`config.mk`:
```
export PLATFORM = sky130hd
export DESIGN_NAME = sq_estimator
export DESIGN_NICKNAME = d
export VERILOG_FILES = /design/src/rtl/sq_pkg.sv /design/src/rtl/sq_tap_select.sv /design/src/rtl/sq_block_integrator.sv /design/src/rtl/sq_estimator.sv
export SDC_FILE = /design/constraint.sdc
export NUM_CORES = 1
export LEC_CHECK = 0
export BUFFER_PORTS_ARGS = -buffer_cell sky130_fd_sc_hd__buf_2
export CORE_ASPECT_RATIO = 0.6
export CORE_MARGIN = 1
export CORE_UTILIZATION = 61
export CTS_BUF_LIST = sky130_fd_sc_hd__clkbuf_4 sky130_fd_sc_hd__clkbuf_8
export DETAILED_ROUTE_END_ITERATION = 12
export PLACE_DENSITY = 0.87
export SLEW_MARGIN = 10
export SYNTH_ARGS = -nofsm -noshare
export SYNTH_HDL_FRONTEND = slang
export SYNTH_SLANG_ARGS = --single-unit
```
`constraint.sdc`:
```
create_clock -name clk -period 16.1 [get_ports clk]
set_input_delay 3.22 -clock clk [delete_from_list [all_inputs] [get_ports clk]]
set_output_delay 3.22 -clock clk [all_outputs]
set_load 0.1 [all_outputs]
```
`src/rtl/sq_pkg.sv`:
```
package sq_pkg;

    localparam int SW = 8;   // sample width
    localparam int PW = 8;   // phase width
    localparam int MW = 16;  // metric width

    typedef logic signed [SW-1:0] smp_t;
    typedef logic signed [PW-1:0] ph_t;
    typedef logic [SW:0]          amp_t;

    typedef struct packed {
        smp_t i;
        smp_t q;
    } iq_t;

    typedef enum logic {
        MODE_ACQ  = 1'b0,
        MODE_DATA = 1'b1
    } mode_e;

    function automatic amp_t mag_l1(input smp_t i, input smp_t q);
        logic signed [SW:0] ei;
        logic signed [SW:0] eq;
        logic signed [SW:0] ai;
        logic signed [SW:0] aq;
        ei = {i[SW-1], i};
        eq = {q[SW-1], q};
        ai = ei[SW] ? -ei : ei;
        aq = eq[SW] ? -eq : eq;
        return amp_t'($unsigned(ai)) + amp_t'($unsigned(aq));
    endfunction

    function automatic ph_t wrap_diff(input ph_t a, input ph_t b);
        return a - b;
    endfunction

    function automatic logic [MW-1:0] sat_u(input logic [47:0] v);
        return (v > 48'(16'hFFFF)) ? '1 : v[MW-1:0];
    endfunction

endpackage

```
`src/rtl/sq_tap_select.sv`:
```
module sq_tap_select
    import sq_pkg::*;
#(
    parameter int SPS = 22
) (
    input  logic                     clk,
    input  logic                     rst,
    input  logic                     samp_vld,
    input  logic                     sym_start,
    input  logic [$clog2(SPS)-1:0]   peak_idx,
    input  iq_t                      cur_iq,
    input  ph_t                      cur_ph,
    output logic                     sym_vld,
    output iq_t                      early,
    output iq_t                      ontime,
    output iq_t                      late,
    output ph_t                      on_ph
);
    localparam int IW    = $clog2(SPS);
    localparam int POS_W = IW + 1;

    logic [POS_W-1:0] pos_q, pos_now;
    iq_t              h0_iq, h1_iq;
    ph_t              h0_ph;
    logic             hit;

    always_comb begin
        if (sym_start)
            pos_now = '0;
        else if (pos_q == '1)
            pos_now = pos_q;
        else
            pos_now = pos_q + POS_W'(1);
        hit = samp_vld && (pos_now == (POS_W'(peak_idx) + POS_W'(1)));
    end

    always_ff @(posedge clk) begin
        if (rst) begin
            pos_q   <= '1;
            h0_iq   <= '0;
            h1_iq   <= '0;
            h0_ph   <= '0;
            sym_vld <= 1'b0;
            early   <= '0;
            ontime  <= '0;
            late    <= '0;
            on_ph   <= '0;
        end else begin
            sym_vld <= hit;
            if (samp_vld) begin
                pos_q <= pos_now;
                h1_iq <= h0_iq;
                h0_iq <= cur_iq;
                h0_ph <= cur_ph;
            end
            if (hit) begin
                early  <= h1_iq;
                ontime <= h0_iq;
                on_ph  <= h0_ph;
                late   <= cur_iq;
            end
        end
    end

endmodule

```
`src/rtl/sq_block_integrator.sv`:
```
module sq_block_integrator
    import sq_pkg::*;
#(
    parameter int ACQ_LOG  = 4,
    parameter int DATA_LOG = 7
) (
    input  logic          clk,
    input  logic          rst,
    input  logic          sym_vld,
    input  iq_t           on_iq,
    input  ph_t           on_ph,
    input  logic          data_mode,
    output ph_t           sym_dphase,
    output logic          blk_vld,
    output logic [MW-1:0] amp_metric,
    output logic [MW-1:0] var_metric,
    output ph_t           rate_metric
);
    localparam int ACQ_N  = 1 << ACQ_LOG;
    localparam int DATA_N = 1 << DATA_LOG;
    localparam int CW     = DATA_LOG;
    localparam int AW     = SW + 1 + DATA_LOG;
    localparam int DW     = PW + DATA_LOG;
    localparam int QW     = 2 * PW + DATA_LOG;
    localparam int VW     = 2 * PW + 2 * DATA_LOG + 2;

    logic [CW-1:0]          cnt_q;
    mode_e                  mode_q, mode_now;
    ph_t                    prev_q, dph, rate_v;
    logic signed [2*PW-1:0] dsq_s;
    logic [AW-1:0]          amp_q, amp_n;
    logic signed [DW-1:0]   sum_q, sum_n;
    logic [QW-1:0]          sq_q, sq_n;
    logic signed [VW-1:0]   sq_ext, sum_ext, num_v, var_v;
    logic                   first, last;
    int                     log_n;

    always_comb begin
        dph      = wrap_diff(on_ph, prev_q);
        dsq_s    = dph * dph;
        first    = (cnt_q == '0);
        mode_now = first ? mode_e'(data_mode) : mode_q;
        log_n    = (mode_now == MODE_DATA) ? DATA_LOG : ACQ_LOG;
        last     = (mode_now == MODE_DATA) ? (cnt_q == CW'(DATA_N - 1))
                                           : (cnt_q == CW'(ACQ_N - 1));
        amp_n    = (first ? '0 : amp_q) + AW'(mag_l1(on_iq.i, on_iq.q));
        sum_n    = (first ? '0 : sum_q) + DW'(dph);
        sq_n     = (first ? '0 : sq_q) + QW'($unsigned(dsq_s));
        sq_ext   = $signed(VW'(sq_n));
        sum_ext  = VW'(sum_n);
        num_v    = (sq_ext <<< log_n) - sum_ext * sum_ext;
        var_v    = num_v >>> (2 * log_n);
        rate_v   = PW'(sum_n >>> log_n);
    end

    assign sym_dphase = dph;

    always_ff @(posedge clk) begin
        if (rst) begin
            cnt_q       <= '0;
            mode_q      <= MODE_ACQ;
            prev_q      <= '0;
            amp_q       <= '0;
            sum_q       <= '0;
            sq_q        <= '0;
            blk_vld     <= 1'b0;
            amp_metric  <= '0;
            var_metric  <= '0;
            rate_metric <= '0;
        end else begin
            blk_vld <= 1'b0;
            if (sym_vld) begin
                prev_q <= on_ph;
                mode_q <= mode_now;
                if (last) begin
                    cnt_q       <= '0;
                    blk_vld     <= 1'b1;
                    amp_metric  <= sat_u(48'(amp_n));
                    var_metric  <= sat_u(48'(var_v));
                    rate_metric <= rate_v;
                end else begin
                    cnt_q <= cnt_q + CW'(1);
                    amp_q <= amp_n;
                    sum_q <= sum_n;
                    sq_q  <= sq_n;
                end
            end
        end
    end

endmodule

```
`src/rtl/sq_estimator.sv`:
```
module sq_estimator
    import sq_pkg::*;
#(
    parameter int SPS      = 22,
    parameter int ACQ_LOG  = 4,
    parameter int DATA_LOG = 7
) (
    input  logic                   clk,
    input  logic                   rst,
    input  logic                   samp_vld,
    input  logic                   sym_start,
    input  logic [$clog2(SPS)-1:0] peak_idx,
    input  logic signed [SW-1:0]   samp_i,
    input  logic signed [SW-1:0]   samp_q,
    input  logic signed [PW-1:0]   samp_phase,
    input  logic                   data_mode,
    output logic                   sym_vld,
    output logic signed [SW-1:0]   early_i,
    output logic signed [SW-1:0]   early_q,
    output logic signed [SW-1:0]   ontime_i,
    output logic signed [SW-1:0]   ontime_q,
    output logic signed [SW-1:0]   late_i,
    output logic signed [SW-1:0]   late_q,
    output logic signed [PW-1:0]   sym_dphase,
    output logic                   blk_vld,
    output logic [MW-1:0]          amp_metric,
    output logic [MW-1:0]          var_metric,
    output logic signed [PW-1:0]   rate_metric
);
    iq_t cur_iq, early, ontime, late;
    ph_t on_ph;

    assign cur_iq = '{i: samp_i, q: samp_q};

    sq_tap_select #(.SPS(SPS)) u_taps (
        .clk       (clk),
        .rst       (rst),
        .samp_vld  (samp_vld),
        .sym_start (sym_start),
        .peak_idx  (peak_idx),
        .cur_iq    (cur_iq),
        .cur_ph    (samp_phase),
        .sym_vld   (sym_vld),
        .early     (early),
        .ontime    (ontime),
        .late      (late),
        .on_ph     (on_ph)
    );

    sq_block_integrator #(.ACQ_LOG(ACQ_LOG), .DATA_LOG(DATA_LOG)) u_integ (
        .clk         (clk),
        .rst         (rst),
        .sym_vld     (sym_vld),
        .on_iq       (ontime),
        .on_ph       (on_ph),
        .data_mode   (data_mode),
        .sym_dphase  (sym_dphase),
        .blk_vld     (blk_vld),
        .amp_metric  (amp_metric),
        .var_metric  (var_metric),
        .rate_metric (rate_metric)
    );

    assign early_i  = early.i;
    assign early_q  = early.q;
    assign ontime_i = ontime.i;
    assign ontime_q = ontime.q;
    assign late_i   = late.i;
    assign late_q   = late.q;

endmodule

```
==> summary.txt <==
Cells and area
  – Commonest non-fill, non-tap cell in the layout: inv_1
  – Footprint of the multi-input gates: 16100 µm²
  – Cell area after layout: 23900 µm²
  – FF/Latch Area: 4280 µm²
  – Commonest non-fill, non-tap cells in the layout: inv_1 (348), nand2_1 (264), nor2_1 (263), fa_1 (248), dfxtp_1 (214)
  – Ant diodes: 0
  – Fill cell count: 2733
  – # nets final: 3108
  – Layout cells sized above 1: 0.0970
  – Area Growth Syn to Fin: 8.36%

Pwr
  – Static leakage: approximately 12 nW
  – Clock Power Share: 0.381
  – Flop pwr share: 0.368
  – Comb power frac: 0.251
  – VDD IR max: 0.106 mV
  – Sw Pwr: about 0.0005 W
  – Design Power: about 0.0015 W
  – Switching portion of total power: 0.340
  – Internal power: roughly 0.001 W
  – Pwr dens: 61.9 nW/µm²

Die
  – Chip Height: ~150 µm
  – Die Width: approximately 250 µm
  – Std-Cell Rows: 53
  – Starting Density: 0.625
  – IO Pins: ~130
  – Core box area: between 30000 and 40000 µm²
  – Full die area: 36900 µm²

Synth
  – Post-synthesis sequential area ratio: 0.194
  – YS warnings: 0
  – Cell area after synthesis: around 22000 µm²
  – Mapped Avg Cell Area: roughly 8.7 µm²
  – Async SR Flop Fraction: 0
  – EDFF count, synth: 0
  – Main synth FF type: dfxtp_1
  – Flops & latches, synth: 214
  – Gate Count Post-Synth: ~2500
  – Syn_nets: ~3000
  – Synth cell types: 86

Worst setup path
  – Arrival time at the worst endpoint: between 10 and 15 ns
  – CP max-delay cell: mux2i_2
  – Crit path max fanout: between 50 and 60
  – Crit-path max cell delay: between 0.7 and 0.8 ns
  – Crit-path most repeated cell: fa_1
  – CP required: ~17 ns
  – Crit path kind: flop to flop
  – Crit. End Element: flop
  – Startpoint Class: flop

STA
  – Worst Max-Slew Pin Slew: roughly 1.1 ns
  – Clock Skews: roughly 0.046 ns
  – Slew Viols, Final: 0
  – Max Clk Rate: between 70 and 80 MHz
  – Final worst-path cycle share: 0.862
  – Final worst slack: ~2.2 ns
  – RSZ-0062 raised after global routing: no
  – Sum of negative setup slack: 0 ns
  – Slew margin rel.: 0.257
  – Min Tclk post-route: 13.87 ns
  – Final hold vios: 0
  – Setup violations, final: 0

GRT
  – Gr usage total: 0.333
  – First-pass GRT wire length: 97400 µm
  – Initial antenna violation count: 0
  – Overflow after GRT: 0
  – Pin count of the biggest net entering global routing: just over 100
  – Vias in the first global route: between 15000 and 20000

Detailed routing
  – DR DRC count: 2
  – DRC marker count from the first detailed-route iteration: 1848
  – Initial DRT Pass Iterations: 12
  – Wirelength per Cell: 19.0 µm
  – Via count: roughly 18000
  – Final ANT Viol Nets: 0
  – Via density: ~5.9
  – Routed WL: around 60000 µm

Clocking
  – Max Buffers Root-to-Sink: 3
  – Clk_lat worst skew: about 0.60 ns
  – Clock root buffer: clkbuf_8
  – Post CTS Setup Buffer Count: 0
  – TritonCTS Buffers: 36
  – Clock sinks: 214
  – Post-CTS resize count: 0
  – CTS tree: built
  – Hold_buf cts: 0
  – CTS clk-pin slew, worst paths: approximately 0.060 ns
  – Max H-tree Level: 2

Placement
  – Placer Congestion: just under 1
  – Pre-CTS setup slack: 2.54 ns
  – Dpl cell area: 23100 µm²
  – Port Buffer Count: 131
  – HPWL Detailed: roughly 46000 µm

Run status
  – Outcome: complete, but fails checks
  – Failing checks: DRC

Worst hold path
  – Hold Path Class: flop to flop

Job
  – Max-cap violations: 0
## final timing paths
| path | from | cells past startpoint | slack (ns) | to |
|---|---|---|---|---|
| hold reg to reg | u_integ.amp_q[4] | 2 | 0.46 | u_integ.amp_q[4] |
| hold / removal | u_integ.amp_q[4] | 2 | 0.46 | u_integ.amp_q[4] |
| setup / recovery | u_integ.cnt_q[0] | 43 | 2.23 | u_integ.var_metric[3] |
| setup reg to reg | u_integ.cnt_q[0] | 43 | 2.23 | u_integ.var_metric[3] |
## area by class of cell
cell class                 instances  share of cell area
sequential                       214               0.179
multi-input combinational       1872               0.672
clock inverter                    10             0.00639
inverter                         362              0.0569
tap                              467              0.0245
clock buffer                      50              0.0270
timing repair buffer             151              0.0340
## stage by stage
step / cells / utilization / hold slack (ns)
global placement: 3066 / 0.655 / 0.437
finish: 3126 / 0.677 / 0.456
global route: 3126 / 0.677 / 0.479
floorplan: 2546 / - / 0.432
CTS: 3126 / 0.677 / 0.455
detailed placement: 3066 / 0.655 / 0.444
## cells by family after synthesis
group                    count (synthesis)  share of synthesized area
XOR/XNOR                               159                     0.0635
AO/OA/AOI/OAI                          415                      0.127
flip-flops                             214                      0.194
buffers and inverters                  460                     0.0799
multiplexers                           117                     0.0533
adder cells (fa/ha/maj)                438                      0.333
AND/OR/NAND/NOR                        743                      0.149
## worst max-delay path: cells and delay by family, from the launching register on
family	cells	cell delay, ns
multiplexers	2	0.97
adder cells (fa/ha/maj)	11	4.60
AO/OA/AOI/OAI	16	5.06
flip-flops	1	0.35
buffers and inverters	7	0.98
AND/OR/NAND/NOR	7	1.74
## synth_stat cells (all sizes together), types with 3 or more instances
master,number,share of area
inv,361,0.061
nor2,266,0.046
nand2,264,0.045
fa,248,0.23
dfxtp,214,0.19
ha,189,0.11
a21oi,132,0.030
mux2i,116,0.053
xnor2,101,0.040
o21ai,87,0.020
clkbuf,74,0.013
and2,72,0.020
xor2,58,0.023
a21o,37,0.013
nand3,36,0.0082
nor3,29,0.0066
buf,24,0.0057
a211oi,22,0.0075
o21bai,22,0.0075
a41oi,21,0.012
and3,15,0.0043
o31ai,13,0.0050
a31oi,10,0.0038
nand2b,10,0.0028
a22oi,9,0.0041
nor2b,9,0.0026
o21a,9,0.0031
nand4,8,0.0023
nor4,7,0.0020
or3,7,0.0020
a21boi,6,0.0020
o211ai,5,0.0019
o31a,5,0.0020
a22o,4,0.0016
nor3b,4,0.0014
o22ai,4,0.0011
a211o,3,0.0012
and4,3,0.0012
o311ai,3,0.0012
or2,3,0.00085
## power groups by stage
stage               clock (W)  sequential (W)  combinational (W)
global route         0.000592        0.000545           0.000405
detailed placement          0        0.000556           0.000361
floorplan                   0        0.000560           0.000279
finish               0.000563        0.000544           0.000372
global placement            0        0.000555           0.000349
CTS                  0.000566        0.000544           0.000365
## per-layer routing
| metal | track usage | wire length (µm) |
|---|---|---|
| met3 | 0.103 | 7160 |
| met2 | 0.483 | 24800 |
| met4 | 0.0715 | 1310 |
| met1 | 0.486 | 26100 |
| met5 | 0 | 0 |
## registers in the layout, summed over array words and instances (netlist names), 6 cells and up
signal	count
u_taps.ontime	16
u_integ.sum_q	15
u_integ.var_metric	16
u_taps.on_ph	8
u_taps.h0_ph	8
u_taps.early	16
u_taps.pos_q	6
u_taps.late	16
u_taps.h1_iq	16
u_integ.sq_q	23
u_integ.amp_metric	16
u_integ.rate_metric	8
u_integ.amp_q	16
u_integ.cnt_q	7
u_integ.prev_q	8
u_taps.h0_iq	16
Note: power is estimated with default switching activity, not from simulation.
